===== config.mk =====
export PLATFORM = sky130hd
export DESIGN_NAME = prio_intc
export DESIGN_NICKNAME = d
export VERILOG_FILES = /design/src/rtl/intc_pkg.sv /design/src/rtl/intc_capture.sv /design/src/rtl/intc_slot_rank.sv /design/src/rtl/intc_arbiter.sv /design/src/rtl/prio_intc.sv
export SDC_FILE = /design/constraint.sdc
export NUM_CORES = 1
export LEC_CHECK = 0
export ABC_AREA = 1
export CAP_MARGIN = 15
export CELL_PAD_IN_SITES_DETAIL_PLACEMENT = 0
export CELL_PAD_IN_SITES_GLOBAL_PLACEMENT = 1
export CORE_AREA = 3 3 185 322
export CTS_BUF_LIST = sky130_fd_sc_hd__clkbuf_16
export CTS_CLUSTER_SIZE = 40
export DETAILED_ROUTE_END_ITERATION = 8
export DIE_AREA = 0 0 188 325
export DONT_BUFFER_PORTS = 1
export PLACE_DENSITY = 0.95
export SLEW_MARGIN = 20
export SYNTH_ARGS = -nofsm -noshare
export SYNTH_HDL_FRONTEND = slang
export SYNTH_HIERARCHICAL = 1
export SYNTH_SLANG_ARGS = --single-unit

===== constraint.sdc =====
create_clock -name clk -period 102.6 [get_ports clk]
set_input_delay 10.26 -clock clk [delete_from_list [all_inputs] [get_ports clk]]
set_output_delay 10.26 -clock clk [all_outputs]
set_load 0.01 [all_outputs]

===== src/rtl/intc_pkg.sv =====
package intc_pkg;

    localparam int REG_W  = 32;
    localparam int GRP    = 8;
    localparam int SLOT_W = 3;
    localparam int VEC_W  = 7;

    typedef enum logic [3:0] {
        A_CFG    = 4'd0,
        A_VEC    = 4'd1,
        A_IPEND  = 4'd2,
        A_IMASK  = 4'd3,
        A_IFORCE = 4'd4,
        A_EPEND  = 4'd5,
        A_EMASK  = 4'd6,
        A_EFORCE = 4'd7,
        A_ESENSE = 4'd8,
        A_PRIO0  = 4'd9
    } reg_sel_e;

    typedef struct packed {
        logic               slotted;
        logic [SLOT_W-1:0]  slot;
    } rank_t;

    function automatic int slot_lsb(input int p);
        return (p < 4) ? (20 + (3 - p) * 3) : (4 + (7 - p) * 3);
    endfunction

    function automatic logic [REG_W-1:0] identity_slots();
        logic [REG_W-1:0] w;
        w = '0;
        for (int p = 0; p < GRP; p++) begin
            w[slot_lsb(p) +: SLOT_W] = SLOT_W'(p);
        end
        return w;
    endfunction

endpackage


===== src/rtl/intc_capture.sv =====
module intc_capture #(
    parameter int N = 40
) (
    input  logic         clk,
    input  logic         rst,
    input  logic [N-1:0] raw,
    input  logic [N-1:0] force_on,
    input  logic [N-1:0] edge_mode,
    input  logic [N-1:0] ack,
    output logic [N-1:0] pend
);
    logic [N-1:0] eff;
    logic [N-1:0] eff_q;
    logic [N-1:0] pend_q;

    assign eff  = raw | force_on;
    assign pend = pend_q;

    for (genvar k = 0; k < N; k++) begin : g_src
        always_ff @(posedge clk) begin
            if (rst) begin
                eff_q[k]  <= 1'b0;
                pend_q[k] <= 1'b0;
            end else begin
                eff_q[k] <= eff[k];
                if (edge_mode[k]) begin
                    pend_q[k] <= (pend_q[k] & ~ack[k]) | (eff[k] & ~eff_q[k]);
                end else begin
                    pend_q[k] <= eff[k];
                end
            end
        end
    end
endmodule


===== src/rtl/intc_slot_rank.sv =====
module intc_slot_rank
    import intc_pkg::*;
(
    input  logic [REG_W-1:0]       slots,
    output rank_t [GRP-1:0]        ranks
);
    always_comb begin
        ranks = '0;
        for (int p = GRP - 1; p >= 0; p--) begin
            for (int m = 0; m < GRP; m++) begin
                if (slots[slot_lsb(p) +: SLOT_W] == SLOT_W'(m)) begin
                    ranks[m].slotted = 1'b1;
                    ranks[m].slot    = SLOT_W'(p);
                end
            end
        end
    end
endmodule


===== src/rtl/intc_arbiter.sv =====
module intc_arbiter
    import intc_pkg::*;
#(
    parameter int NS = 40
) (
    input  logic [NS-1:0]     active,
    input  rank_t [NS-1:0]    ranks,
    input  logic [VEC_W-1:0]  hpi,
    output logic [VEC_W-1:0]  winner
);
    localparam int KEY_W = 1 + VEC_W;

    logic [KEY_W-1:0] best;
    logic [KEY_W-1:0] key;
    logic             found;
    logic             hpi_hit;

    always_comb begin
        best   = '1;
        found  = 1'b0;
        winner = '0;
        key    = '0;
        for (int s = 0; s < NS; s++) begin
            if (ranks[s].slotted) begin
                key = {1'b0, 4'(s / GRP), ranks[s].slot};
            end else begin
                key = {1'b1, VEC_W'(s)};
            end
            if (active[s] && (!found || key < best)) begin
                best   = key;
                found  = 1'b1;
                winner = VEC_W'(s + 1);
            end
        end
        hpi_hit = 1'b0;
        for (int s = 0; s < NS; s++) begin
            if (hpi == VEC_W'(s + 1) && active[s]) begin
                hpi_hit = 1'b1;
            end
        end
        if (hpi_hit) begin
            winner = hpi;
        end
    end
endmodule


===== src/rtl/prio_intc.sv =====
module prio_intc
    import intc_pkg::*;
#(
    parameter int N_INT = 32,
    parameter int N_EXT = 8,
    parameter int AW    = 4
) (
    input  logic               clk,
    input  logic               rst,
    input  logic [N_INT-1:0]   int_src,
    input  logic [N_EXT-1:0]   ext_src,
    input  logic [AW-1:0]      reg_addr,
    input  logic               reg_we,
    input  logic [REG_W-1:0]   reg_wdata,
    output logic [REG_W-1:0]   reg_rdata,
    output logic               core_irq
);
    localparam int NS = N_INT + N_EXT;
    localparam int NG = NS / GRP;

    logic [NS-1:0]       mask_q;
    logic [NS-1:0]       force_q;
    logic [N_EXT-1:0]    sense_q;
    logic [VEC_W-1:0]    hpi_q;
    logic [REG_W-1:0]    prio_q [NG];

    logic [NS-1:0]       ack;
    logic [NS-1:0]       edge_mode;
    logic [NS-1:0]       pend;
    logic [NS-1:0]       active;
    rank_t [NS-1:0]      rank_all;
    logic [VEC_W-1:0]    vec;

    logic [3:0] sel;
    assign sel = 4'(reg_addr);

    always_comb begin
        ack = '0;
        if (reg_we && sel == A_IPEND) begin
            for (int i = 0; i < N_INT; i++) ack[i] = reg_wdata[REG_W-1-i];
        end
        if (reg_we && sel == A_EPEND) begin
            for (int j = 0; j < N_EXT; j++) ack[N_INT+j] = reg_wdata[REG_W-1-j];
        end
    end

    always_comb begin
        edge_mode = '0;
        for (int j = 0; j < N_EXT; j++) edge_mode[N_INT+j] = sense_q[j];
    end

    intc_capture #(.N(NS)) u_cap (
        .clk       (clk),
        .rst       (rst),
        .raw       ({ext_src, int_src}),
        .force_on  (force_q),
        .edge_mode (edge_mode),
        .ack       (ack),
        .pend      (pend)
    );

    for (genvar g = 0; g < NG; g++) begin : g_grp
        intc_slot_rank u_rank (
            .slots (prio_q[g]),
            .ranks (rank_all[g*GRP +: GRP])
        );
    end

    assign active = pend & mask_q;

    intc_arbiter #(.NS(NS)) u_arb (
        .active (active),
        .ranks  (rank_all),
        .hpi    (hpi_q),
        .winner (vec)
    );

    assign core_irq = |active;

    always_ff @(posedge clk) begin
        if (rst) begin
            mask_q  <= '0;
            force_q <= '0;
            sense_q <= '0;
            hpi_q   <= '0;
            for (int g = 0; g < NG; g++) prio_q[g] <= identity_slots();
        end else if (reg_we) begin
            case (sel)
                A_CFG:    hpi_q <= reg_wdata[30:24];
                A_IMASK:  for (int i = 0; i < N_INT; i++) mask_q[i] <= reg_wdata[REG_W-1-i];
                A_IFORCE: for (int i = 0; i < N_INT; i++) force_q[i] <= reg_wdata[REG_W-1-i];
                A_EMASK:  for (int j = 0; j < N_EXT; j++) mask_q[N_INT+j] <= reg_wdata[REG_W-1-j];
                A_EFORCE: for (int j = 0; j < N_EXT; j++) force_q[N_INT+j] <= reg_wdata[REG_W-1-j];
                A_ESENSE: for (int j = 0; j < N_EXT; j++) sense_q[j] <= reg_wdata[15-j];
                default: begin
                    for (int g = 0; g < NG; g++) begin
                        if (sel == 4'(int'(A_PRIO0) + g)) prio_q[g] <= reg_wdata;
                    end
                end
            endcase
        end
    end

    always_comb begin
        reg_rdata = '0;
        case (sel)
            A_CFG:    reg_rdata[30:24] = hpi_q;
            A_VEC:    reg_rdata[VEC_W-1:0] = vec;
            A_IPEND:  for (int i = 0; i < N_INT; i++) reg_rdata[REG_W-1-i] = pend[i];
            A_IMASK:  for (int i = 0; i < N_INT; i++) reg_rdata[REG_W-1-i] = mask_q[i];
            A_IFORCE: for (int i = 0; i < N_INT; i++) reg_rdata[REG_W-1-i] = force_q[i];
            A_EPEND:  for (int j = 0; j < N_EXT; j++) reg_rdata[REG_W-1-j] = pend[N_INT+j];
            A_EMASK:  for (int j = 0; j < N_EXT; j++) reg_rdata[REG_W-1-j] = mask_q[N_INT+j];
            A_EFORCE: for (int j = 0; j < N_EXT; j++) reg_rdata[REG_W-1-j] = force_q[N_INT+j];
            A_ESENSE: for (int j = 0; j < N_EXT; j++) reg_rdata[15-j] = sense_q[j];
            default: begin
                for (int g = 0; g < NG; g++) begin
                    if (sel == 4'(int'(A_PRIO0) + g)) reg_rdata = prio_q[g];
                end
            end
        endcase
    end
endmodule


# Yosys cells after proc, flatten, opt, wreduce, memory -nomap -nowiden

Memories as Yosys holds them, arrays and structs flattened.
Index checks and enable logic that the tools add are counted.

Register bits after elaboration: 143
Latch bits: 0
Bits in writable memories: 160
ROM bits: 0
Output and inout bits: 33
Word-level logic and storage cells: 1257
Memories kept: 1

Memory list:

| name   | depth | width | rd ports | clocked after memory_dff | write ports | line            | RTL |
|---|---|---|---|---|---|---|---|
| prio_q | 5     | 32    | 5        | 0                        | 5           | prio_intc.sv:25 | `logic [REG_W-1:0] prio_q [NG];` |

Add/sub/neg operators: 0
Multipliers: 0
Div/mod/pow operators: 0
Order comparisons: 39
Equality and inequality tests: 333
Shifts and indexed selects: 0
Muxes and demuxes: 571
Bitwise gates (word level): 47
Reductions and logical operators: 212

Operator list:

| cell                                           | number |
|---|---|
| 2-to-1 mux 4 bit                               | 328 |
| 2-to-1 mux 8 bit                               | 80 |
| == test 3 bit (second input constant)          | 160 |
| 2-to-1 mux 32 bit                              | 10 |
| < comparator 8 bit                             | 39 |
| == test 3 x 2 -> 1 bit (second input constant) | 80 |
| == test 3 x 1 -> 1 bit (second input constant) | 40 |
| logical NOT 3 bit                              | 40 |
| 2-to-1 mux 1 bit                               | 115 |
| == test 7 x 5 -> 1 bit (second input constant) | 16 |
| logical AND 1 bit                              | 80 |
| 2-to-1 mux 5 bit                               | 16 |
| == test 7 x 6 -> 1 bit (second input constant) | 9 |
| == test 7 x 4 -> 1 bit (second input constant) | 8 |
| case mux 7 bit (8 select lines)                | 1 |
| 2-to-1 mux 6 bit                               | 9 |
| AND 40 bit                                     | 1 |
| OR 40 bit                                      | 1 |
| case mux 8 bit (5 select lines)                | 1 |
| OR reduction 40 bit                            | 1 |
| logical NOT 1 bit                              | 39 |
| logical OR 1 bit                               | 39 |
| case mux 7 bit (5 select lines)                | 1 |
| case mux 8 bit (4 select lines)                | 1 |
| 21 further kinds                               | 87 |

# Depth between registers and ports, before layout

Gate-level depths: netlist of the first run.
An unclocked memory read counts as a cell.

Depth after elaboration: 170
Depth in mapped cells: 437
Depth with buffers taken out: 426

# Cells and area by module

The synthesis of the first run kept the hierarchy.

By module, submodules not included:

| module         | times used | cells each | area each (µm²) | sequential area each (µm²) |
|---|---|---|---|---|
| prio_intc      | 1          | 1423       | 11725.0         | 6706.4 |
| intc_arbiter   | 1          | 1617       | 7995.2          | 0.0 |
| intc_slot_rank | 5          | 229        | 1021.0          | 0.0 |
| intc_capture   | 1          | 574        | 3628.5          | 1601.5 |

# Least setup slack after synthesis of the first run

OpenSTA, ideal clock, no wires.

Path type: register to output
From: memory prio_q[0][31]
To: output reg_rdata[5]
Data arrival time: 38.306 ns
Required time: 92.340 ns
Setup slack: 54.034 ns
Stages on the path, launching flop included: 376
Buffers on the path: 12
Cells stage by stage: edfxtp_1 -> nor3_1 -> inv_1 -> nand2_1 -> nor2_1 -> nand2_1 -> a21oi_1 -> ha_1 -> inv_1 -> a21oi_1 -> nand2_1 -> nand2_1 -> nand2_1 -> nand2_1 -> nand2_2 -> nand2_4 -> nand2_1 -> o21ai_0 -> (+340 left out) -> nand2_2 -> buf_4 -> nand2_2 -> o21ai_1 -> ha_1 -> nand2_1 -> nor2_1 -> a21oi_1 -> nand2_1 -> nand2_1 -> nand2_2 -> nand2_1 -> nand2_1 -> nand2_1 -> nand2_1 -> nand2_1 -> nor2_1 -> nand3_1

RTL lines:

| what        | line            | RTL |
|---|---|---|
| from (decl) | prio_intc.sv:25 |  |
| to (decl)   | prio_intc.sv:15 | `output logic [REG_W-1:0] reg_rdata,` |

==> results of run 1 <==
cell usage in the layout, fill, tap and decap left out, types with 35 or more instances in the layout:
master,instances
nand2_1,1480
inv_1,719
nand3_1,639
nor2_1,549
a21oi_1,218
dfxtp_1,175
edfxtp_1,160
o21ai_0,156
ha_1,78
nor3_1,74
nand2_2,68
conb_1,65
a31oi_1,44
clkinv_1,43
inv_2,35
tightest hold or removal path: stages, from the launching register on:
cell	delay, ns
dfxtp_1	0.31
inv_1	0.06
a21oi_1	0.05
layer usage:
metal | wire [microns] | vias to the layer above | part of all wire [%]
met5 | 13 | - | 0.012
met4 | 10200 | 2 | 9.5
met3 | 7860 | 393 | 7.3
met2 | 53300 | 1238 | 50
met1 | 35600 | 13492 | 33
li1 | - | 15026 | -
sequential cells by signal, indices dropped and copies added (netlist names):
register     cells
force_q         40
hpi_q            7
mask_q          40
prio_q         160
sense_q          8
u_cap/eff_q     40
u_cap/pend      40
worst min-delay path by stage:
stage / startpoint / end / slack, ns / depth (start not counted)
after floorplan: force_q[11]$_SDFFE_PP0P_ / force_q[11]$_SDFFE_PP0P_ / 0.44 / 2
after global placement: force_q[24]$_SDFFE_PP0P_ / u_cap/eff_q[24]$_SDFF_PP0_ / 0.45 / 2
after detailed placement: force_q[11]$_SDFFE_PP0P_ / force_q[11]$_SDFFE_PP0P_ / 0.46 / 2
after CTS: force_q[20]$_SDFFE_PP0P_ / u_cap/eff_q[20]$_SDFF_PP0_ / 0.47 / 2
after global routing: force_q[11]$_SDFFE_PP0P_ / u_cap/eff_q[11]$_SDFF_PP0_ / 0.49 / 2
final: force_q[11]$_SDFFE_PP0P_ / force_q[11]$_SDFFE_PP0P_ / 0.46 / 2
power by group through the flow:
stage	logic (mW)	registers, mW	clock network [mW]
final	0.0909	0.158	0.110
after global routing	0.103	0.158	0.116
after CTS	0.0900	0.157	0.110
after detailed placement	0.0895	0.160	0
after global placement	0.0893	0.160	0
after floorplan	0.0697	0.156	0
cell type report:
type                       count  area, sq um  area share, %
timing repair buffer          21          158          0.524
multi-input combinational   3569        16600           55.2
clock inverter                24          218          0.724
clock buffer                  28          701           2.33
sequential                   335         8310           27.6
tap                          767          960           3.19
inverter                     810         3140           10.4
cells by family (layout without fill, tap and decap cells):
group	count (synthesis)	count (layout)	synth area share [%]
adder cells (fa/ha/maj)	78	78	3.43
AND/OR/NAND/NOR	2944	2944	44.6
other	2	65	0.0264
flip-flops	335	335	29.2
buffers and inverters	918	883	13.4
AO/OA/AOI/OAI	482	482	9.31
stage by stage:
stage / setup slack (ns) / instances / power, mW / hold WS [ns]
2_1_floorplan: 54.03 / 4822 / 0.225 / 0.439
3_3_place_gp: 49.28 / 5502 / 0.249 / 0.449
3_5_place_dp: 48.16 / 5502 / 0.250 / 0.456
4_1_cts: 47.41 / 5554 / 0.357 / 0.467
5_1_grt: 41.75 / 5554 / 0.377 / 0.489
6_report: 47.09 / 5554 / 0.359 / 0.464
==> run_results.csv, run 1 <==
group,metric,value,unit
status,outcome,"finished, final reports clean",
global_routing,grt_use_met2,61.4,%
placed_design,placed_area,29100,sq um
clock_tree,cts_hold_buf,0,
route,first_iter_violations,2315,
global_routing,grt_pass1_wl,160000,microns
power_and_ir_drop,ir_drop,0.0174,mV
clock_tree,numCtsBuffers,28,
logic_synthesis,yosysSeqAreaShare,29.2,%
timing,final.setup.tns,0,ns
route,routed_wl,107000,microns
layout,antennaDiodeCount,0,
layout,nFillCells,6117,
power_and_ir_drop,clockPowerShare,30.7,%
worst_setup_path,r2r-start,"sense_q[2]$_SDFFE_PP0P_",
timing,fin_skew,0.0260,ns
global_routing,grt_usage,33.9,%
layout,final_util,52.4,%
worst_setup_path,crit_top_cell,"nand2_1",
logic_synthesis,synth-seq-cells,335,
logic_synthesis,synth_top_cells_by_count,"nand2_1, inv_1, nand3_1, nor2_1, a21oi_1",
clock_tree,insertion_delay,0.60,ns
placed_design,io_buffers,0,
logic_synthesis,synth_edf_count,160,
clock_tree,post_cts_resize_count,0,
worst_setup_path,path_class,"reg -> out",
route,drc,0,
power_and_ir_drop,power_leakage,15.7,nW
floorplan,die_w,188,microns
timing,drv_slew,0,
clock_tree,clkTransAtPathRegs,0.07,ns
route,drt_first_pass_iters,8,
worst_setup_path,rrSetupSlack,101.62,ns
flow_run,timing.max_cap.violations,0,
placed_design,dp_hpwl,86600,microns
timing,max_freq,0.0180,GHz
logic_synthesis,synth.most_common_cell,"nand2_1",
logic_synthesis,synthesis.area,28500,sq um
clock_tree,htree_num_levels,1,
clock_tree,cts_tree,"built",
logic_synthesis,ys.flop_type,"dfxtp_1",
worst_setup_path,crit_cells,359,
global_routing,busiest_layer,"met2",
worst_setup_path,startpoint_type,"register",
global_routing,antenna_found_initial,1,
timing,period_minus_slack,55.51,ns
timing,slew_headroom,28.0,%
global_routing,grt_pass1_vias,28540,
logic_synthesis,syn_inst,4759,
power_and_ir_drop,p_switching,0.127,mW
worst_setup_path,r2r_end,"u_cap/pend[34]$_SDFF_PP0_",
logic_synthesis,syn_area_per_cell,5.98,sq um
route,routedWlPerCell,19.3,microns
timing,setup_viol,0,
worst_setup_path,path_delay_family,"simple AND/OR/NAND/NOR gates",
floorplan,start_util,49.6,%
worst_setup_path,ff2ff_path_depth,3,
logic_synthesis,ys_warn_count,6,
logic_synthesis,async_reset_ff_share,0,%
placed_design,gp_congestion,1.02,
power_and_ir_drop,power_density,11.9,nW/um^2
timing,tightest_slew,1.08,ns
layout,drive_gt1_share,6.23,%
logic_synthesis,synth.distinct_cells,54,
timing,rsz0062_at_grt,"no",
worst_setup_path,cp.arrival,45.25,ns
global_routing,grt_util_met1,33.8,%
logic_synthesis,synthTopCellsByArea,"nand2_1, edfxtp_1, dfxtp_1",
global_routing,grt_use_met3,5.83,%
clock_tree,cts.path.max_buffers,3,
route,route.antenna.remaining_nets,0,
clock_tree,cts-root-buf,"clkbuf_16",
floorplan,pin_count,112,
worst_setup_path,crit_slowest_cell,"edfxtp_1",
layout,area_delta_synth_final,5.64,%
floorplan,dieArea,61100,sq um
route,via_count,30151,
clock_tree,cts_setup_buffers,0,
route,via_per_inst,5.43,
clock_tree,cts_sinks,335,
power_and_ir_drop,p_comb_share,25.3,%
timing,finalHoldViolCount,0,
floorplan,die_h,325,microns
worst_setup_path,crit_end,"reg_rdata[2]",
global_routing,grt_max_degree,155,
worst_setup_path,critPathMaxStageDelay,0.49,ns
worst_setup_path,worstSetupEndpointType,"primary output",
power_and_ir_drop,sw_frac_of_total,35.3,%
worst_hold_path,hold_class,"reg -> reg",
global_routing,grt.overflow.total,0,
power_and_ir_drop,power.internal,0.232,mW
floorplan,core-area,57300,sq um
power_and_ir_drop,seqPwrFrac,44.0,%
layout,final_area,30100,sq um
worst_setup_path,path_max_fanout,13,
worst_setup_path,cp.buffers_inverters,33,
timing,final.period_utilization,54.1,%
logic_synthesis,synth_top_area_share,19.5,%
floorplan,rows,116,
worst_setup_path,required,92.34,ns
worst_setup_path,crit_start,"prio_q[0][7]$_DFFE_PP_",
logic_synthesis,yosysTopAreaCell,"nand2_1",
layout,finalNetCount,4922,
(Power assumes the default switching activity.)
==> inputs of run 2 (changes only) <==
CORE_AREA = 3 3 201 351   (was 3 3 185 322)
DIE_AREA = 0 0 204 354   (was 0 0 188 325)
PLACE_DENSITY = 0.87   (was 0.95)
clock period = 45.9 ns   (was 102.6 ns; I/O delays follow)
==> run 2 against run 1 <==
First-iteration DRC count rose by 2.0%. Via count rose by 2.9%. Count of clock-buffer cells in the layout rose by 1. Setup slack got worse by 45 ns. Highest routed layer is now met4. Routed wire length rose by 11%. Die area rose by 18%. Combinational power rose to 2.6 times the previous value. Register-to-register slack got worse by 57 ns. Sequential share of layout area fell by 2.1 points. Global-route usage fell by 2.5 points.
==> run_results.csv, run 2 (synthesis results as in run 1) <==
group,metric,value,unit
status,outcome,"finished, final reports clean",
layout,finalNonFillerCells,5858,
floorplan,core-area,68200,sq um
worst_setup_path,path_class,"reg -> out",
global_routing,grt_usage,31.4,%
global_routing,grt_pass1_vias,29159,
timing,final.setup.tns,0,ns
route,routed_wl,119000,microns
placed_design,gp_congestion,1.00,
floorplan,die_w,204,microns
clock_tree,htree_num_levels,1,
timing,max_freq,0.0231,GHz
worst_setup_path,cp.arrival,38.75,ns
layout,final_util,47.7,%
power_and_ir_drop,power_leakage,16.8,nW
route,via_count,31016,
route,drt_first_pass_iters,6,
timing,slew_headroom,24.0,%
route,first_iter_violations,2362,
timing,setup_ws,2.56,ns
global_routing,grt.overflow.total,0,
clock_tree,numCtsBuffers,28,
worst_setup_path,cp.buffers_inverters,34,
timing,drv_slew,0,
power_and_ir_drop,power_density,25.8,nW/um^2
layout,largest_reg_flops,160,
route,route.antenna.remaining_nets,0,
timing,final.period_utilization,94.4,%
floorplan,pin_count,112,
worst_setup_path,path_max_fanout,9,
clock_tree,cts_tree,"built",
worst_setup_path,startpoint_type,"register",
worst_hold_path,hold_class,"reg -> reg",
timing,rsz0062_at_grt,"yes",
route,via_per_inst,5.29,
worst_setup_path,crit_top_cell,"nand2_1",
global_routing,grt_max_degree,155,
clock_tree,cts-root-buf,"clkbuf_16",
floorplan,start_util,41.7,%
layout,layout_common_cells,"nand2_1, inv_1, nand3_1, nor2_1, a21oi_1",
clock_tree,cts_hold_buf,0,
timing,tightest_slew,1.14,ns
clock_tree,clkTransAtPathRegs,0.07,ns
clock_tree,cts.path.max_buffers,3,
layout,finalNetCount,5089,
placed_design,place_inst,5714,
clock_tree,insertion_delay,0.60,ns
worst_setup_path,path_delay_family,"simple AND/OR/NAND/NOR gates",
layout,drive_gt1_share,12.8,%
layout,regMostFlops,"prio_q",
route,routedWlPerCell,20.3,microns
worst_setup_path,critPathMaxStageDelay,0.49,ns
worst_setup_path,crit_slowest_cell,"edfxtp_1",
placed_design,dp_hpwl,95900,microns
global_routing,grt_pass1_wl,171000,microns
layout,final_common_cell,"nand2_1",
placed_design,dpl_worst_slack,-1.30,ns
layout,area_delta_synth_final,14.3,%
floorplan,dieArea,72200,sq um
worst_setup_path,required,41.31,ns
power_and_ir_drop,finalPower,0.838,mW
worst_setup_path,worstSetupEndpointType,"primary output",
placed_design,io_buffers,0,
timing,fin_skew,0.0243,ns
power_and_ir_drop,ir_drop,0.0367,mV
floorplan,die_h,354,microns
global_routing,antenna_found_initial,2,
timing,period_minus_slack,43.34,ns
floorplan,rows,127,
flow_run,timing.max_cap.violations,0,
clock_tree,cts_sinks,335,
timing,finalHoldViolCount,0,
route,drc,0,
timing,setup_viol,0,
==> run 2: cell count changes in the layout (fill, tap and decap cells not counted), sizes merged <==
cell	previous run	this run
buf	21	183
inv	768	774
clkinv	56	51
nand2	1569	1574
clkinvlp	7	3
bufinv	3	5
clkbuf	28	29
diode	0	1
==> run 2: layer usage <==
layer / up-vias / routed length (microns) / track usage, %
li1: 15376 / - / -
met1: 14010 / 39700 / 30.9
met4: 0 / 12600 / 26.3
met2: 1184 / 58600 / 56.4
met5: - / 0 / 0
met3: 446 / 7900 / 5.48
==> run 2: timing repair <==
item / 4_1_cts / 5_1_grt
buffers inserted: 6 / 80
hold endpoints to repair: 0 / 0
gates cloned: 0 / 5
pin swaps: 0 / 63
gates resized for setup: 36 / 277
setup endpoints to repair: 6 / 6
==> run 2: worst register-to-register path, cell delays in order (launching register included) <==
cell	delay [ns]
dfxtp_1	0.61
nand2_1	0.10
nand3_1	0.09
nand2_1	0.06
==> run 2: path summary, 6_finish.rpt <==
kind,start,endpoint,slack [ns],depth (start not counted)
setup / recovery,prio_q[0][10]$_DFFE_PP_,reg_rdata[2],2.56,371
hold / removal,force_q[13]$_SDFFE_PP0P_,force_q[13]$_SDFFE_PP0P_,0.47,2
setup reg to reg,sense_q[1]$_SDFFE_PP0P_,u_cap/pend[33]$_SDFF_PP0_,44.92,3
hold reg to reg,force_q[13]$_SDFFE_PP0P_,force_q[13]$_SDFFE_PP0P_,0.47,2
==> run 2: layout make-up <==
class / instances / area [sq um]
fillers: 7255 / 35600
multi-input cells: 3574 / 17600
flip-flops and latches: 335 / 8310
inverters: 810 / 3140
repair buffers: 183 / 1410
well taps: 903 / 1130
clock buffers: 29 / 726
clock inverters: 23 / 225
diodes: 1 / 2.50
==> run 2: power breakdown <==
group	total [mW]	internal [mW]	switching (mW)
Clock	0.255	0.137	0.117
Sequential	0.352	0.330	0.0222
Combinational	0.232	0.0748	0.157
Total	0.838	0.542	0.296
==> run 2: per-stage QoR <==
step	instance area, sq um	hold WS (ns)
finish	32500	0.468
global route	32500	0.480
CTS	30900	0.469
detailed placement	29900	0.458
global placement	29900	0.456
floorplan	28700	0.439
